<file path="src/rtl/cpu_mode_pkg.sv">
package cpu_mode_pkg;

    localparam int CMD_W  = 2;
    localparam int MODE_W = 2;

    typedef enum logic [2:0] {
        ST_RUN  = 3'd0,
        ST_WAIT = 3'd1,
        ST_STOP = 3'd2,
        ST_HALT = 3'd3,
        ST_STEP = 3'd4
    } state_e;

    typedef enum logic [CMD_W-1:0] {
        CMD_OTHER = 2'b00,
        CMD_GO    = 2'b01,
        CMD_TRACE = 2'b10,
        CMD_TAGGO = 2'b11
    } dbg_cmd_e;

    localparam logic [MODE_W-1:0] MODE_RUN  = 2'b00;
    localparam logic [MODE_W-1:0] MODE_WAIT = 2'b01;
    localparam logic [MODE_W-1:0] MODE_STOP = 2'b10;
    localparam logic [MODE_W-1:0] MODE_HALT = 2'b11;

    // Decoded wake and exit events, one bit each.
    typedef struct packed {
        logic resume;     // go or tagged-go
        logic step;       // trace
        logic any_cmd;    // any command at all
        logic stop_dbg;   // command accepted while stopped
        logic wait_wake;  // interrupt ends wait
        logic stop_wake;  // interrupt or tick ends stop
    } wake_t;

    function automatic logic [MODE_W-1:0] mode_of(state_e s);
        logic [MODE_W-1:0] m;
        unique case (s)
            ST_RUN:  m = MODE_RUN;
            ST_WAIT: m = MODE_WAIT;
            ST_STOP: m = MODE_STOP;
            ST_HALT: m = MODE_HALT;
            ST_STEP: m = MODE_RUN;
            default: m = MODE_RUN;
        endcase
        return m;
    endfunction

endpackage

</file>
<file path="src/rtl/mode_wake_logic.sv">
module mode_wake_logic
    import cpu_mode_pkg::*;
#(
    parameter bit TICK_WAKE_EN = 1'b1
) (
    input  logic             irq_pending,
    input  logic             wake_tick,
    input  logic             dbg_enable,
    input  logic             cmd_valid,
    input  logic [CMD_W-1:0] cmd_code,
    output wake_t            ev
);

    logic tick_eff;

    generate
        if (TICK_WAKE_EN) begin : g_tick_on
            assign tick_eff = wake_tick;
        end else begin : g_tick_off
            logic unused_tick;
            assign unused_tick = wake_tick;
            assign tick_eff    = 1'b0;
        end
    endgenerate

    always_comb begin
        ev           = '0;
        ev.any_cmd   = cmd_valid;
        ev.resume    = cmd_valid && (cmd_code == CMD_GO || cmd_code == CMD_TAGGO);
        ev.step      = cmd_valid && (cmd_code == CMD_TRACE);
        ev.stop_dbg  = cmd_valid && dbg_enable;
        ev.wait_wake = irq_pending;
        ev.stop_wake = irq_pending || tick_eff;
    end

endmodule

</file>
<file path="src/rtl/mode_fsm.sv">
module mode_fsm
    import cpu_mode_pkg::*;
(
    input  logic   clk,
    input  logic   rst_n,
    input  logic   dbg_req,
    input  logic   ins_wait,
    input  logic   ins_stop,
    input  logic   ins_bgnd,
    input  logic   insn_done,
    input  wake_t  ev,
    output state_e state_q,
    output state_e state_d
);

    always_ff @(posedge clk) begin
        if (!rst_n) begin
            state_q <= dbg_req ? ST_HALT : ST_RUN;
        end else begin
            state_q <= state_d;
        end
    end

    always_comb begin
        state_d = state_q;
        unique case (state_q)
            ST_RUN: begin
                if (ins_bgnd)      state_d = ST_HALT;
                else if (ins_stop) state_d = ST_STOP;
                else if (ins_wait) state_d = ST_WAIT;
            end
            ST_WAIT: begin
                if (ev.any_cmd)        state_d = ST_HALT;
                else if (ev.wait_wake) state_d = ST_RUN;
            end
            ST_STOP: begin
                if (ev.stop_dbg)       state_d = ST_HALT;
                else if (ev.stop_wake) state_d = ST_RUN;
            end
            ST_HALT: begin
                if (ev.resume)    state_d = ST_RUN;
                else if (ev.step) state_d = ST_STEP;
            end
            ST_STEP: begin
                if (insn_done) state_d = ST_HALT;
            end
            default: state_d = ST_RUN;
        endcase
    end

    AST_HALT_HOLDS: assert property (@(posedge clk) disable iff (!rst_n)
        (state_q == ST_HALT && !ev.resume && !ev.step) |=> state_q == ST_HALT);
    AST_STEP_RETURNS: assert property (@(posedge clk) disable iff (!rst_n)
        (state_q == ST_STEP && insn_done) |=> state_q == ST_HALT);
    AST_WAIT_CMD_HALT: assert property (@(posedge clk) disable iff (!rst_n)
        (state_q == ST_WAIT && ev.any_cmd) |=> state_q == ST_HALT);
    AST_BGND_FIRST: assert property (@(posedge clk) disable iff (!rst_n)
        (state_q == ST_RUN && ins_bgnd) |=> state_q == ST_HALT);

endmodule

</file>
<file path="src/rtl/mode_out_regs.sv">
module mode_out_regs
    import cpu_mode_pkg::*;
(
    input  logic   clk,
    input  logic   rst_n,
    input  state_e state_q,
    input  state_e state_d,
    input  logic   dbg_enable,
    input  logic   ins_swi,
    input  logic   irq_pending,
    input  logic   irq_mask,
    output logic   cpu_clk_en,
    output logic   osc_en,
    output logic   mask_clear,
    output logic   irq_accept
);

    logic moving;
    logic sleep_next;

    assign moving     = (state_d != state_q);
    assign sleep_next = (state_d == ST_WAIT) || (state_d == ST_STOP);

    always_ff @(posedge clk) begin
        if (!rst_n) begin
            cpu_clk_en <= 1'b1;
            osc_en     <= 1'b1;
            mask_clear <= 1'b0;
            irq_accept <= 1'b0;
        end else begin
            if (moving) begin
                cpu_clk_en <= !sleep_next;
                osc_en     <= (state_d == ST_STOP) ? dbg_enable : 1'b1;
            end
            mask_clear <= (state_q == ST_RUN) && (state_d == ST_WAIT);
            irq_accept <= (state_q == ST_RUN) && (ins_swi || (irq_pending && !irq_mask));
        end
    end

    AST_CLK_ON_MOVE_ONLY: assert property (@(posedge clk) disable iff (!rst_n)
        (state_q == $past(state_q)) |-> ($stable(cpu_clk_en) && $stable(osc_en)));
    AST_SWI_TAKEN: assert property (@(posedge clk) disable iff (!rst_n)
        (state_q == ST_RUN && ins_swi) |=> irq_accept);
    AST_MASKED_QUIET: assert property (@(posedge clk) disable iff (!rst_n)
        (state_q == ST_RUN && !ins_swi && irq_mask) |=> !irq_accept);
    AST_SLEEP_CLK_OFF: assert property (@(posedge clk) disable iff (!rst_n)
        (state_q == ST_WAIT || state_q == ST_STOP) |-> !cpu_clk_en);
    AST_MCLR_IN_WAIT: assert property (@(posedge clk) disable iff (!rst_n)
        mask_clear |-> state_q == ST_WAIT);

endmodule

</file>
<file path="src/rtl/cpu_mode_ctrl.sv">
module cpu_mode_ctrl
    import cpu_mode_pkg::*;
#(
    parameter bit TICK_WAKE_EN = 1'b1
) (
    input  logic              clk,
    input  logic              rst_n,
    input  logic              dbg_req,
    input  logic              ins_wait,
    input  logic              ins_stop,
    input  logic              ins_bgnd,
    input  logic              ins_swi,
    input  logic              insn_done,
    input  logic              irq_pending,
    input  logic              irq_mask,
    input  logic              dbg_enable,
    input  logic              wake_tick,
    input  logic              cmd_valid,
    input  logic [1:0]        cmd_code,
    output logic              cpu_clk_en,
    output logic              osc_en,
    output logic              mask_clear,
    output logic              irq_accept,
    output logic [1:0]        mode
);

    wake_t  ev;
    state_e state_q;
    state_e state_d;

    mode_wake_logic #(.TICK_WAKE_EN(TICK_WAKE_EN)) i_wake (
        .irq_pending (irq_pending),
        .wake_tick   (wake_tick),
        .dbg_enable  (dbg_enable),
        .cmd_valid   (cmd_valid),
        .cmd_code    (cmd_code),
        .ev          (ev)
    );

    mode_fsm i_fsm (
        .clk       (clk),
        .rst_n     (rst_n),
        .dbg_req   (dbg_req),
        .ins_wait  (ins_wait),
        .ins_stop  (ins_stop),
        .ins_bgnd  (ins_bgnd),
        .insn_done (insn_done),
        .ev        (ev),
        .state_q   (state_q),
        .state_d   (state_d)
    );

    mode_out_regs i_out (
        .clk         (clk),
        .rst_n       (rst_n),
        .state_q     (state_q),
        .state_d     (state_d),
        .dbg_enable  (dbg_enable),
        .ins_swi     (ins_swi),
        .irq_pending (irq_pending),
        .irq_mask    (irq_mask),
        .cpu_clk_en  (cpu_clk_en),
        .osc_en      (osc_en),
        .mask_clear  (mask_clear),
        .irq_accept  (irq_accept)
    );

    assign mode = mode_of(state_q);

    AST_STOP_OSC_KEPT: assert property (@(posedge clk) disable iff (!rst_n)
        (mode == MODE_RUN && cpu_clk_en && ins_stop && !ins_bgnd && dbg_enable
         && state_q == ST_RUN) |=> osc_en);

endmodule

</file>
<file path="config.mk">
export PLATFORM = sky130hd
export DESIGN_NAME = cpu_mode_ctrl
export DESIGN_NICKNAME = d
export VERILOG_FILES = /design/src/rtl/cpu_mode_pkg.sv /design/src/rtl/mode_wake_logic.sv /design/src/rtl/mode_fsm.sv /design/src/rtl/mode_out_regs.sv /design/src/rtl/cpu_mode_ctrl.sv
export SDC_FILE = /design/constraint.sdc
export NUM_CORES = 1
export LEC_CHECK = 0
export BUFFER_PORTS_ARGS = -buffer_cell sky130_fd_sc_hd__buf_2
export CAP_MARGIN = 20
export CORE_AREA = 2 2 39 41
export DETAILED_ROUTE_END_ITERATION = 12
export DIE_AREA = 0 0 41 43
export GPL_TIMING_DRIVEN = 0
export PLACE_DENSITY_LB_ADDON = 0.3
export SYNTH_ARGS = -nofsm -noshare
export SYNTH_HDL_FRONTEND = slang
export SYNTH_SLANG_ARGS = --single-unit
</file>
<file path="constraint.sdc">
create_clock -name clk -period 2.3 [get_ports clk]
set_input_delay 0.23 -clock clk [delete_from_list [all_inputs] [get_ports clk]]
set_output_delay 0.23 -clock clk [all_outputs]
set_load 0.05 [all_outputs]
</file>
# Word level (Yosys, flattened, before mapping)
# Cells that the tools add are included.
[classes] bitwise=0 div_mod_pow=0 n_lt_le_gt_ge=0 reduce_logical=13 n_eq_ne=10 addsub=0 shifts=0 mux=15 n_mul=0
[ops] op="$mux W3" n=11
[ops] op="$pmux W3 S5" n=1
[ops] op="$eq A3 B2 Y1 const B" n=3
[ops] op="$eq A3 B1 Y1 const B" n=2
[ops] op="$logic_and A1 B1 Y1" n=6
[ops] op="$pmux W2 S3" n=1
[ops] op="$eq A2 B2 Y1 const B" n=2
[ops] op="$logic_or A1 B1 Y1" n=4
[ops] op="$eq A3 B3 Y1 const B" n=1
[ops] op="$logic_not A3 Y1" n=1
[ops] op="$ne A3 B3 Y1" n=1
[ops] op="$eq A2 B1 Y1 const B" n=1
[ops] op="$logic_not A1 Y1" n=2
[ops] op="$mux W2" n=1
[ops] op="$mux W1" n=1
[word_totals] ram_bits=0 output_inout_bits=6 n_memories=0 ff_bits=7 latchBits=0 rom_bits=0

# Longest topological paths before layout
# Gate-level depths: netlist of run 1.
[depth] ltp_word=8 ltp_mapped=6 depth_no_buf=5

# Hierarchy
# A second synthesis of run 1 with hierarchy kept.
[hier_totals] cells_unflattened=53 area_unflattened_um2=505.5
[modules_own_cells] module="mode_fsm" cells_each=24 area_per_inst_um2=240.2 n_inst=1
[modules_own_cells] module="mode_out_regs" cells_each=21 area_per_inst_um2=210.2 n_inst=1
[modules_own_cells] module="mode_wake_logic" cells_each=6 area_per_inst_um2=42.5 n_inst=1
[modules_own_cells] module="cpu_mode_ctrl" cells_each=2 area_per_inst_um2=12.5 n_inst=1

# Worst setup path before layout of run 1
# OpenSTA, ideal clock, no wires.
[synth_path] path_type="register -> register" startpoint="reg i_fsm.state_q[0]" endpoint="reg i_out.osc_en" slack_ns=0.493 synth_period_minus_slack_ns=1.807 arrival_ns=1.679 path_buffers=1 path_stages_with_launch=7 path_cell_list="dfxtp_1 buf_6 and2b_4 and3_4 or4b_4 and4b_4 mux2i_1"
[synth_via] elab_chain_cells=6
[synth_rtl] item="from (decl)" line_no="mode_fsm.sv:12" text="output state_e state_q,"
[synth_rtl] item="from (signal assigned)" line_no="mode_fsm.sv:18" text="state_q <= dbg_req ? ST_HALT : ST_RUN;"
[synth_rtl] item="from (signal assigned)" line_no="mode_fsm.sv:20" text="state_q <= state_d;"
[synth_rtl] item="$mux W3" line_no="mode_fsm.sv:30" text="else if (ins_wait) state_d = ST_WAIT;"
[synth_rtl] item="$mux W3" line_no="mode_fsm.sv:29" text="else if (ins_stop) state_d = ST_STOP;"
[synth_rtl] item="$mux W3" line_no="mode_fsm.sv:28" text="if (ins_bgnd) state_d = ST_HALT;"
[synth_rtl] item="$pmux W3 S5" line_no="mode_fsm.sv:26" text="unique case (state_q)"
[synth_rtl] item="$eq A3 B2 Y1" line_no="mode_out_regs.sv:33" text="osc_en <= (state_d == ST_STOP) ? dbg_enable : 1'b1;"
[synth_rtl] item="$mux W1" line_no="mode_out_regs.sv:33"
[synth_rtl] item="to (signal assigned)" line_no="mode_out_regs.sv:33"
[synth_rtl] item="to (decl)" line_no="mode_out_regs.sv:13" text="output logic osc_en,"
# Parallel ways exist; a longest one is shown, timed or not.
# A chain may end at the register's enable or synchronous reset.

# Worst setup path in the final report of run 1
[layout_path] startpoint="reg i_fsm.state_q[2]" endpoint="reg i_out.osc_en"
# Same word-level chain as after synthesis.

==> run_results.csv, run 1 <==
group,metric,value,unit
run_status,status,"finished, final reports clean",
critical_path,slowest_stage,"sky130_fd_sc_hd__nor4_1",
timing,period_minus_slack,1.87,ns
pwr,power.total,0.492,mW
global_route,grt_use_total,0.142,
pwr,cell_internal_pwr,0.301,mW
synth,count_of_distinct_cell_types_in_the_synthesized_netlist,33,
critical_path,required,2.42,ns
clock_network,max-clock-path-buffers,2,
synth,postSynthRegisterBits,7,
critical_path,path_delay_family,"simple AND/OR/NAND/NOR gates",
clock_network,cts.clk_slew.worst_paths,0.05,ns
cells_and_area,design_area,678,um^2
place,placedCellCount,99,
synth,synth_warnings,0,
critical_path,crit_buf_inv,1,
critical_path,worst_setup_path_start_kind,"flop",
cells_and_area,area_growth_syn_to_layout,27.5,%
global_route,globalRouteMet2Util,0.203,
timing,worst_hold_slack,0.221,ns
timing,report.final.setup_viol,0,
synth,syn_inst_count,63,
clock_network,htree_levels,1,
place,dp_worst_setup_slack,0.406,ns
routing,drc,0,
pwr,power_leakage,0.301,nW
cells_and_area,layout-drive-gt1-share,0.356,
place,buffer_ports.inserted,20,
timing,postLayoutSetupSlackWorst,0.426,ns
cells_and_area,antenna_cells,0,
global_route,initial_antenna_violation_count,0,
global_route,first_pass_grt_wire_length,1730,um
timing,max-slew-margin-rel,0.634,
global_route,busiest_layer,"met2",
clock_network,clock-root-buffer,"sky130_fd_sc_hd__clkbuf_4",
critical_path,critPathArrivalTime,1.99,ns
critical_path,critical_path_peak_fanout,10,
timing,rsz_0062_raised_after_global_routing,"no",
timing,timing.final.max_slew_violations,0,
clock_network,clock_tree_from_tritoncts,"built",
routing,postRouteAntennaNets,0,
critical_path,cpPeakStageDelay,0.53,ns
critical_path,crit_path_cell_trace,"buf_6 > and2_4 > a21o_1 > nor4_1 > nor4b_1 > mux2i_1",
floorplanning,boundaryPins,21,
cells_and_area,final_cells,103,
floorplanning,die_height,43,um
pwr,ir_drop_worst_vdd,0.331,mV
critical_path,worstRegToRegCells,6,
global_route,grt_max_degree,11,
pwr,clkPwrFrac,0.214,
critical_path,rr_endpoint,"i_out.osc_en",
pwr,power_per_cell_area,726,mW/mm^2
synth,postSynthAreaPerCell,8.44,um^2
place,placed_area,652,um^2
timing,setup_tns_after_final_layout,0,ns
routing,wire_per_inst,11.0,um
cells_and_area,post-route-util,0.490,
floorplanning,core,0.00138,mm^2
pwr,switching_share,0.388,
routing,drt_iter0_markers,7,
place,gp_congestion,0.750,
global_route,grt_pass1_vias,446,
critical_path,criticalPathCategory,"flop to flop",
floorplanning,floorplan.die.width,41,um
routing,finalWirelength,1130,um
synth,synthesis.nets,78,
pwr,power_frac_comb,0.488,
floorplanning,number_of_cell_rows,14,
timing,max_freq,0.534,GHz
pwr,switchingPower,0.191,mW
clock_network,insertion_delay,0.24,ns
global_route,globalRouteMet1Util,0.194,
critical_path,crit_cells,6,
place,dpl.hpwl,953,um
cells_and_area,finalNetCount,103,
critical_path,timing.reg2reg.setup_slack,0.43,ns
routing,drt_pre_antenna_iters,4,
timing,final_hold_viol_count,0,
clock_network,setup_buffers_after_cts,0,
critical_path,timing.critical_path.from,"i_fsm.state_q[2]",
clock_network,cts_made_buffers,3,
clock_network,cts_repair_resize_count,0,
timing,slew_worst_pin,0.545,ns
synth,sequential_element_share_of_the_synthesized_area,0.264,
global_route,groute.layer.met3.usage,0.0209,
global_route,overflow,0,
critical_path,destination_of_the_critical_timing_path,"i_out.osc_en",
critical_path,crit-reg2reg-launch,"i_fsm.state_q[2]",
synth,cell_area_synth,532,um^2
run,drv.max_cap_violation_count,0,
timing,final.setup_skew,0.00154,ns
pwr,share_seq_of_total_power,0.299,
worst_hold_path,min-delay-path-class,"input pin to flop",
clock_network,cts_num_sinks,7,
timing,layout_worst_path_cycle_share,0.815,
floorplanning,fp.dieArea,0.00176,mm^2
floorplanning,initial_utilization,0.384,
clock_network,quantity_of_hold_fixing_buffers_added_after_cts,0,
critical_path,endpoint_kind,"flop",
routing,dr_total_vias,540,
routing,viasPerCell,5.24,
worst reg2reg max path, cell delays in order (launching register included):
cell,delay (ns)
sky130_fd_sc_hd__dfxtp_1,0.31
sky130_fd_sc_hd__buf_6,0.13
sky130_fd_sc_hd__and2_4,0.16
sky130_fd_sc_hd__a21o_1,0.21
sky130_fd_sc_hd__nor4_1,0.53
sky130_fd_sc_hd__nor4b_1,0.31
sky130_fd_sc_hd__mux2i_1,0.11
cell usage in the layout (no fill, tap or decap), drive strengths merged, types with 2 or more instances in the layout:
| cell type | Yosys | layout |
|---|---|---|
| dfxtp | 7 | 7 |
| buf | 2 | 22 |
| nor4b | 2 | 2 |
| nor2b | 5 | 5 |
| o21ai | 5 | 5 |
| inv | 2 | 2 |
| nor2 | 7 | 7 |
| a21oi | 5 | 5 |
| nor3 | 2 | 2 |
| a21o | 2 | 2 |
| o31ai | 2 | 2 |
| clkbuf | 1 | 5 |
| nand4b | 2 | 2 |
| and3 | 2 | 2 |
cell type report:
type / count / area, um^2
repair buffers: 20 / 100
inverters: 2 / 7.51
fillers: 141 / 706
plain buffers: 3 / 26.3
multi-input cells: 51 / 358
flip-flops and latches: 7 / 140
clock buffers: 4 / 26.3
well taps: 16 / 20.0
kinds of logic after synthesis:
logic type / share of synthesized area
and+or+nand+nor: 0.367
AOI/OAI and AO/OA: 0.271
DFF: 0.264
buffers and inverters: 0.0635
xor gates and xnor gates: 0.0165
muxes: 0.0188
per-layer routing:
metal / vias to the layer above / part of all wire
li1: 287 / -
met1: 240 / 0.45
met2: 13 / 0.49
met3: 0 / 0.055
met4: 0 / 0
met5: - / 0
synth_stat cells:
library cell	count	area, um^2
sky130_fd_sc_hd__and2b_4	1	10.0
sky130_fd_sc_hd__inv_1	2	7.51
sky130_fd_sc_hd__a211oi_1	1	7.51
sky130_fd_sc_hd__or4b_4	1	13.8
sky130_fd_sc_hd__o21ai_1	1	5.00
sky130_fd_sc_hd__xor2_1	1	8.76
sky130_fd_sc_hd__a31oi_1	1	6.26
sky130_fd_sc_hd__mux2i_1	1	10.0
sky130_fd_sc_hd__nor4bb_1	1	10.0
sky130_fd_sc_hd__and2_4	1	8.76
sky130_fd_sc_hd__a221oi_2	1	15.0
sky130_fd_sc_hd__a21oi_1	5	25.0
sky130_fd_sc_hd__nor4b_1	2	17.5
sky130_fd_sc_hd__clkbuf_1	1	3.75
sky130_fd_sc_hd__nand2_1	1	3.75
sky130_fd_sc_hd__nand4b_1	2	17.5
sky130_fd_sc_hd__a21o_1	2	15.0
sky130_fd_sc_hd__nor2_1	7	26.3
sky130_fd_sc_hd__a311o_1	1	10.0
sky130_fd_sc_hd__nor4_1	1	6.26
sky130_fd_sc_hd__and3_1	1	6.26
sky130_fd_sc_hd__dfxtp_1	7	140
sky130_fd_sc_hd__a2bb2oi_1	1	8.76
sky130_fd_sc_hd__o21ai_0	4	20.0
sky130_fd_sc_hd__nor3_1	2	10.0
sky130_fd_sc_hd__nor2b_1	5	31.3
sky130_fd_sc_hd__buf_6	2	22.5
sky130_fd_sc_hd__or3b_1	1	8.76
sky130_fd_sc_hd__and4b_4	1	13.8
sky130_fd_sc_hd__and3_4	1	11.3
sky130_fd_sc_hd__o31ai_1	2	15.0
sky130_fd_sc_hd__a41oi_1	1	8.76
sky130_fd_sc_hd__o21a_1	1	7.51
state kept, by name (all words and copies together) (netlist names):
name,cells
i_out.cpu_clk_en,1
i_out.mask_clear,1
i_out.osc_en,1
i_out.irq_accept,1
i_fsm.state_q,3
how the worst min path moves through the flow:
stage	start	endpoint	slack, ns	cells after the start
after floorplan	rst_n	i_fsm.state_q[0]	0.32	1
after global placement	rst_n	i_fsm.state_q[1]	0.46	2
after detailed placement	rst_n	i_fsm.state_q[1]	0.47	2
after CTS	rst_n	i_fsm.state_q[1]	0.21	2
after global routing	rst_n	i_fsm.state_q[1]	0.21	2
final	rst_n	i_fsm.state_q[0]	0.22	2
power groups by stage:
stage                     Combinational, mW  Clock (mW)  Sequential (mW)
final                                 0.240       0.105            0.147
after global placement                0.239           0            0.149
after detailed placement              0.242           0            0.149
after CTS                             0.242       0.109            0.147
after floorplan                       0.154           0            0.184
after global routing                  0.258       0.115            0.148
(Power assumes the default switching activity.)
==> run 2: changes to the inputs <==
==> constraint.sdc (replaced) <==
create_clock -name clk -period 1.9 [get_ports clk]
set_input_delay 0.19 -clock clk [delete_from_list [all_inputs] [get_ports clk]]
set_output_delay 0.19 -clock clk [all_outputs]
set_load 0.05 [all_outputs]
==> run 2 against run 1 <==
Sequential cell count stayed put. Clock power grew 21%. Sequential share of layout area is 0.23 points lower. Maximum frequency is 4.0% higher. Hold slack worse by 0.040 ns. Worst setup slack lost 0.33 ns. Final cell count unchanged. Clock skew about the same.
==> run_results.csv, run 2 (synthesis results as in run 1) <==
group,metric,value,unit
floorplanning,core,0.00138,mm^2
cells_and_area,area_growth_syn_to_layout,28.9,%
place,gp_congestion,0.750,
pwr,power_leakage,0.306,nW
cells_and_area,most-common-layout-cells,"sky130_fd_sc_hd__buf_2, sky130_fd_sc_hd__nor2_1, sky130_fd_sc_hd__dfxtp_1",
floorplanning,initial_utilization,0.384,
cells_and_area,area.sequential,140,um^2
critical_path,critPathArrivalTime,1.92,ns
critical_path,endpoint_kind,"flop",
cells_and_area,fill_cells,142,
cells_and_area,largest_register_ffs,3,
pwr,power_per_cell_area,879,mW/mm^2
floorplanning,fp.dieArea,0.00176,mm^2
pwr,power.total,0.603,mW
critical_path,critical_path_peak_fanout,10,
clock_network,cts.clk_slew.worst_paths,0.05,ns
cells_and_area,antenna_cells,0,
timing,final_hold_viol_count,0,
cells_and_area,post-route-util,0.495,
cells_and_area,finalNetCount,103,
critical_path,worstRegToRegCells,6,
clock_network,max-clock-path-buffers,2,
global_route,first_pass_grt_wire_length,1730,um
clock_network,quantity_of_hold_fixing_buffers_added_after_cts,0,
worst_hold_path,hold-path-cell-count,2,
clock_network,clock-root-buffer,"sky130_fd_sc_hd__clkbuf_4",
place,placed_area,652,um^2
routing,viasPerCell,5.17,
clock_network,setup_buffers_after_cts,0,
cells_and_area,largest-register,"i_fsm.state_q",
critical_path,worst_setup_path_start_kind,"flop",
worst_hold_path,hold_end,"i_fsm.state_q[0]",
timing,max_freq,0.555,GHz
global_route,grt_pass1_vias,446,
floorplanning,floorplan.die.width,41,um
routing,finalWirelength,1180,um
routing,drt_pre_antenna_iters,4,
timing,postLayoutSetupSlackWorst,0.0984,ns
clock_network,clock_tree_from_tritoncts,"built",
timing,layout_worst_path_cycle_share,0.948,
routing,wire_per_inst,11.5,um
clock_network,cts_repair_resize_count,0,
critical_path,crit-reg2reg-launch,"i_fsm.state_q[2]",
run,drv.max_cap_violation_count,0,
global_route,grt_max_degree,11,
floorplanning,die_height,43,um
clock_network,htree_levels,1,
place,buffer_ports.inserted,20,
floorplanning,boundaryPins,21,
routing,dr_total_vias,533,
global_route,grt_use_total,0.142,
timing,slew_worst_pin,0.520,ns
timing,report.final.setup_viol,0,
clock_network,cts_num_sinks,7,
routing,postRouteAntennaNets,0,
cells_and_area,layout-drive-gt1-share,0.379,
pwr,ir_drop_worst_vdd,0.401,mV
clock_network,insertion_delay,0.24,ns
critical_path,timing.reg2reg.setup_slack,0.1,ns
critical_path,rr_endpoint,"i_out.osc_en",
routing,drt_iter0_markers,6,
global_route,overflow,0,
worst_hold_path,min-delay-path-class,"input pin to flop",
cells_and_area,design_area,686,um^2
timing,max-slew-margin-rel,0.651,
floorplanning,number_of_cell_rows,14,
cells_and_area,multi_input_comb_area,364,um^2
timing,final.setup_skew,0.00154,ns
routing,drc,0,
place,dp_worst_setup_slack,0.00592,ns
global_route,initial_antenna_violation_count,0,
cells_and_area,final_common_cell,"sky130_fd_sc_hd__buf_2",
clock_network,cts_made_buffers,3,
timing,timing.final.max_slew_violations,0,
run_status,status,"finished, final reports clean",
worst_hold_path,worst_hold_startpoint,"rst_n",
critical_path,required,2.02,ns
place,dpl.hpwl,953,um
timing,period_minus_slack,1.80,ns
critical_path,criticalPathCategory,"flop to flop",
run 2: worst max-delay path: stages (launching register included):
cell,delay [ns]
sky130_fd_sc_hd__dfxtp_1,0.31
sky130_fd_sc_hd__buf_6,0.13
sky130_fd_sc_hd__and2_4,0.15
sky130_fd_sc_hd__a221oi_2,0.26
sky130_fd_sc_hd__or4b_4,0.49
sky130_fd_sc_hd__and4b_4,0.23
sky130_fd_sc_hd__mux2i_1,0.11
run 2: per-stage QoR:
stage	std cells	setup TNS [ns]	hold slack [ns]
finish	103	0	0.181
global route	103	-0.00352	0.168
CTS	103	0	0.172
detailed placement	99	0	0.430
global placement	99	0	0.423
floorplan	63	0	0.282
run 2: routing by layer:
layer / track usage / share of wire
met3: 0.0209 / 0.045
met4: 0.0800 / 0
met1: 0.194 / 0.46
met5: 0 / 0
met2: 0.203 / 0.50
run 2: power by group:
| part | internal (mW) | switching, mW |
|---|---|---|
| clock | 0.0797 | 0.0477 |
| sequential | 0.167 | 0.0110 |
| combinational | 0.121 | 0.176 |
| total | 0.368 | 0.235 |
run 2: worst max path at each step:
stage / start / endpoint / cells past startpoint / slack (ns)
CTS: i_fsm.state_q[2] / i_out.osc_en / 6 / 0.001
detailed placement: i_fsm.state_q[2] / i_out.osc_en / 6 / 0.006
global route: i_fsm.state_q[2] / i_out.osc_en / 6 / -0.004
finish: i_fsm.state_q[2] / i_out.osc_en / 6 / 0.1
floorplan: i_fsm.state_q[0] / i_out.osc_en / 6 / 0.09
global placement: i_fsm.state_q[2] / i_out.osc_en / 6 / 0.03
run 2: cell type report:
class                           instances  share of cell area
Multi-Input combinational cell         51               0.531
Sequential cell                         7               0.204
Timing Repair Buffer                   20               0.146
Buffer                                  3              0.0401
Clock buffer                            4              0.0383
Tap cell                               16              0.0292
Inverter                                2              0.0109
==> run 3: changes to the inputs <==
--- a/config.mk
+++ b/config.mk
@@ -11,7 +11,7 @@
 export DETAILED_ROUTE_END_ITERATION = 12
 export DIE_AREA = 0 0 41 43
 export GPL_TIMING_DRIVEN = 0
-export PLACE_DENSITY_LB_ADDON = 0.3
+export PLACE_DENSITY = 0.68
 export SYNTH_ARGS = -nofsm -noshare
 export SYNTH_HDL_FRONTEND = slang
 export SYNTH_SLANG_ARGS = --single-unit
==> run 3 against run 2 <==
Final area up 1.8%. First-iteration DRC count up 33%. Routed wire length up 2.3%. Global-route usage up 1.4 points. Maximum frequency down 2.4%. Critical path depth unchanged. Sequential share of layout area down 0.37 points. Critical path type unchanged. Total power up 1.9%. Clock-buffer cell count unchanged. Largest cell class unchanged.
==> run_results.csv, run 3 (synthesis results as in run 1) <==
group,metric,value,unit
timing,layout_worst_path_cycle_share,0.971,
timing,setup_tns_after_final_layout,0,ns
routing,met2WireLength,653,um
global_route,initial_antenna_violation_count,0,
floorplanning,die_height,43,um
critical_path,required,2.01,ns
routing,drt_pre_antenna_iters,4,
cells_and_area,layout-drive-gt1-share,0.391,
timing,rsz_0062_raised_after_global_routing,"no",
floorplanning,boundaryPins,21,
cells_and_area,most-common-layout-cells,"sky130_fd_sc_hd__buf_2, sky130_fd_sc_hd__nor2_1, sky130_fd_sc_hd__dfxtp_1",
floorplanning,number_of_cell_rows,14,
place,gp_congestion,0.746,
place,buffer_ports.inserted,20,
timing,report.final.setup_viol,0,
timing,worst_hold_slack,0.172,ns
critical_path,endpoint_kind,"flop",
timing,final_hold_viol_count,0,
routing,detailroute.wirelength.met3,23,um
critical_path,critPathArrivalTime,1.96,ns
timing,max_freq,0.542,GHz
run_status,status,"finished, final reports clean",
critical_path,critical_path_peak_fanout,10,
cells_and_area,area_growth_syn_to_layout,31.3,%
cells_and_area,finalNetCount,103,
pwr,ir_drop_worst_vdd,0.457,mV
pwr,power.total,0.614,mW
routing,viasPerCell,5.31,
global_route,overflow,0,
global_route,first_pass_grt_wire_length,1900,um
cells_and_area,largest-register,"i_fsm.state_q",
clock_network,clock-root-buffer,"sky130_fd_sc_hd__clkbuf_4",
clock_network,max-clock-path-buffers,2,
global_route,grt_pass1_vias,479,
routing,m1WireLength,531,um
floorplanning,fp.dieArea,0.00176,mm^2
timing,max-slew-margin-rel,0.625,
critical_path,slowest_stage,"sky130_fd_sc_hd__or4b_4",
floorplanning,floorplan.die.width,41,um
critical_path,crit_path_cell_trace,"buf_6 > and2_4 > a221oi_2 > or4b_4 > and4b_4 > mux2i_1",
cells_and_area,antenna_cells,0,
routing,drt_iter0_markers,8,
worst_hold_path,min-delay-path-class,"input pin to flop",
routing,drc,0,
cells_and_area,final_cells,103,
routing,finalWirelength,1210,um
timing,period_minus_slack,1.85,ns
timing,timing.final.max_slew_violations,0,
critical_path,worst_setup_path_start_kind,"flop",
routing,dr_total_vias,547,
floorplanning,core,0.00138,mm^2
timing,final.setup_skew,0.000486,ns
worst_hold_path,hold-path-cell-count,2,
clock_network,htree_levels,1,
routing,postRouteAntennaNets,0,
critical_path,criticalPathCategory,"flop to flop",
global_route,grt_max_degree,11,
critical_path,worstRegToRegCells,6,
routing,top_signal_layer_used,"met3",
clock_network,cts.clk_slew.worst_paths,0.05,ns
place,dpl.hpwl,965,um
critical_path,cpPeakStageDelay,0.49,ns
clock_network,cts_num_sinks,7,
clock_network,clock_tree_from_tritoncts,"built",
cells_and_area,fill_cells,148,
cells_and_area,largest_register_ffs,3,
pwr,power_per_cell_area,880,mW/mm^2
floorplanning,initial_utilization,0.384,
clock_network,setup_buffers_after_cts,0,
clock_network,cts_made_buffers,3,
timing,slew_worst_pin,0.559,ns
place,placedCellCount,99,
pwr,power_leakage,0.309,nW
clock_network,insertion_delay,0.24,ns
run,drv.max_cap_violation_count,0,
cells_and_area,final_common_cell,"sky130_fd_sc_hd__buf_2",
routing,wire_per_inst,11.7,um
global_route,grt_use_total,0.156,
clock_network,quantity_of_hold_fixing_buffers_added_after_cts,0,
-- run 3: critical path, delay by kind of cell (launching register included) --
family | cells | cell delay (ns)
mux | 1 | 0.11
compound gates | 1 | 0.28
buf+inv | 1 | 0.13
flops | 1 | 0.31
simple gates | 3 | 0.88
-- run 3: metrics by stage --
| stage | util | cell area, um^2 | worst slack (ns) |
|---|---|---|---|
| floorplan | - | 532 | 0.0931 |
| global placement | 0.471 | 652 | 0.0382 |
| detailed placement | 0.471 | 652 | 0.0232 |
| CTS | 0.495 | 684 | 0.0522 |
| global route | 0.505 | 698 | 0.0102 |
| finish | 0.505 | 698 | 0.0546 |
-- run 3: worst paths after layout --
check / end / slack [ns] / start
hold reg to reg: i_out.osc_en / 0.53 / i_out.osc_en
hold / removal: i_fsm.state_q[0] / 0.17 / rst_n
setup / recovery: i_out.osc_en / 0.05 / i_fsm.state_q[2]
setup reg to reg: i_out.osc_en / 0.05 / i_fsm.state_q[2]
-- run 3: where the power goes --
part / leakage (nW) / switching, mW / internal [mW] / total (mW)
Combinational: 0.236 / 0.184 / 0.126 / 0.310
Clock: 0.0150 / 0.0477 / 0.0797 / 0.127
Sequential: 0.0577 / 0.0100 / 0.167 / 0.177
Total: 0.309 / 0.241 / 0.373 / 0.614
-- run 3: per-layer routing --
metal  vias up  global-route usage
met4         0              0.0800
met1       251               0.201
met5         -                   0
li1        288                   -
met2         8               0.244
met3         0              0.0157
-- run 3: repair_timing --
item	CTS	global route
gates resized for setup	1	4
endpoints found under the setup margin	1	2
pin swaps	0	0
-- run 3: final cells by class --
class	count	area, um^2	area share
Buffer	3	27.5	0.0394
Clock buffer	4	26.3	0.0376
Inverter	2	7.51	0.0108
Multi-Input combinational cell	51	377	0.539
Sequential cell	7	140	0.201
Tap cell	16	20.0	0.0287
Timing Repair Buffer	20	100	0.143
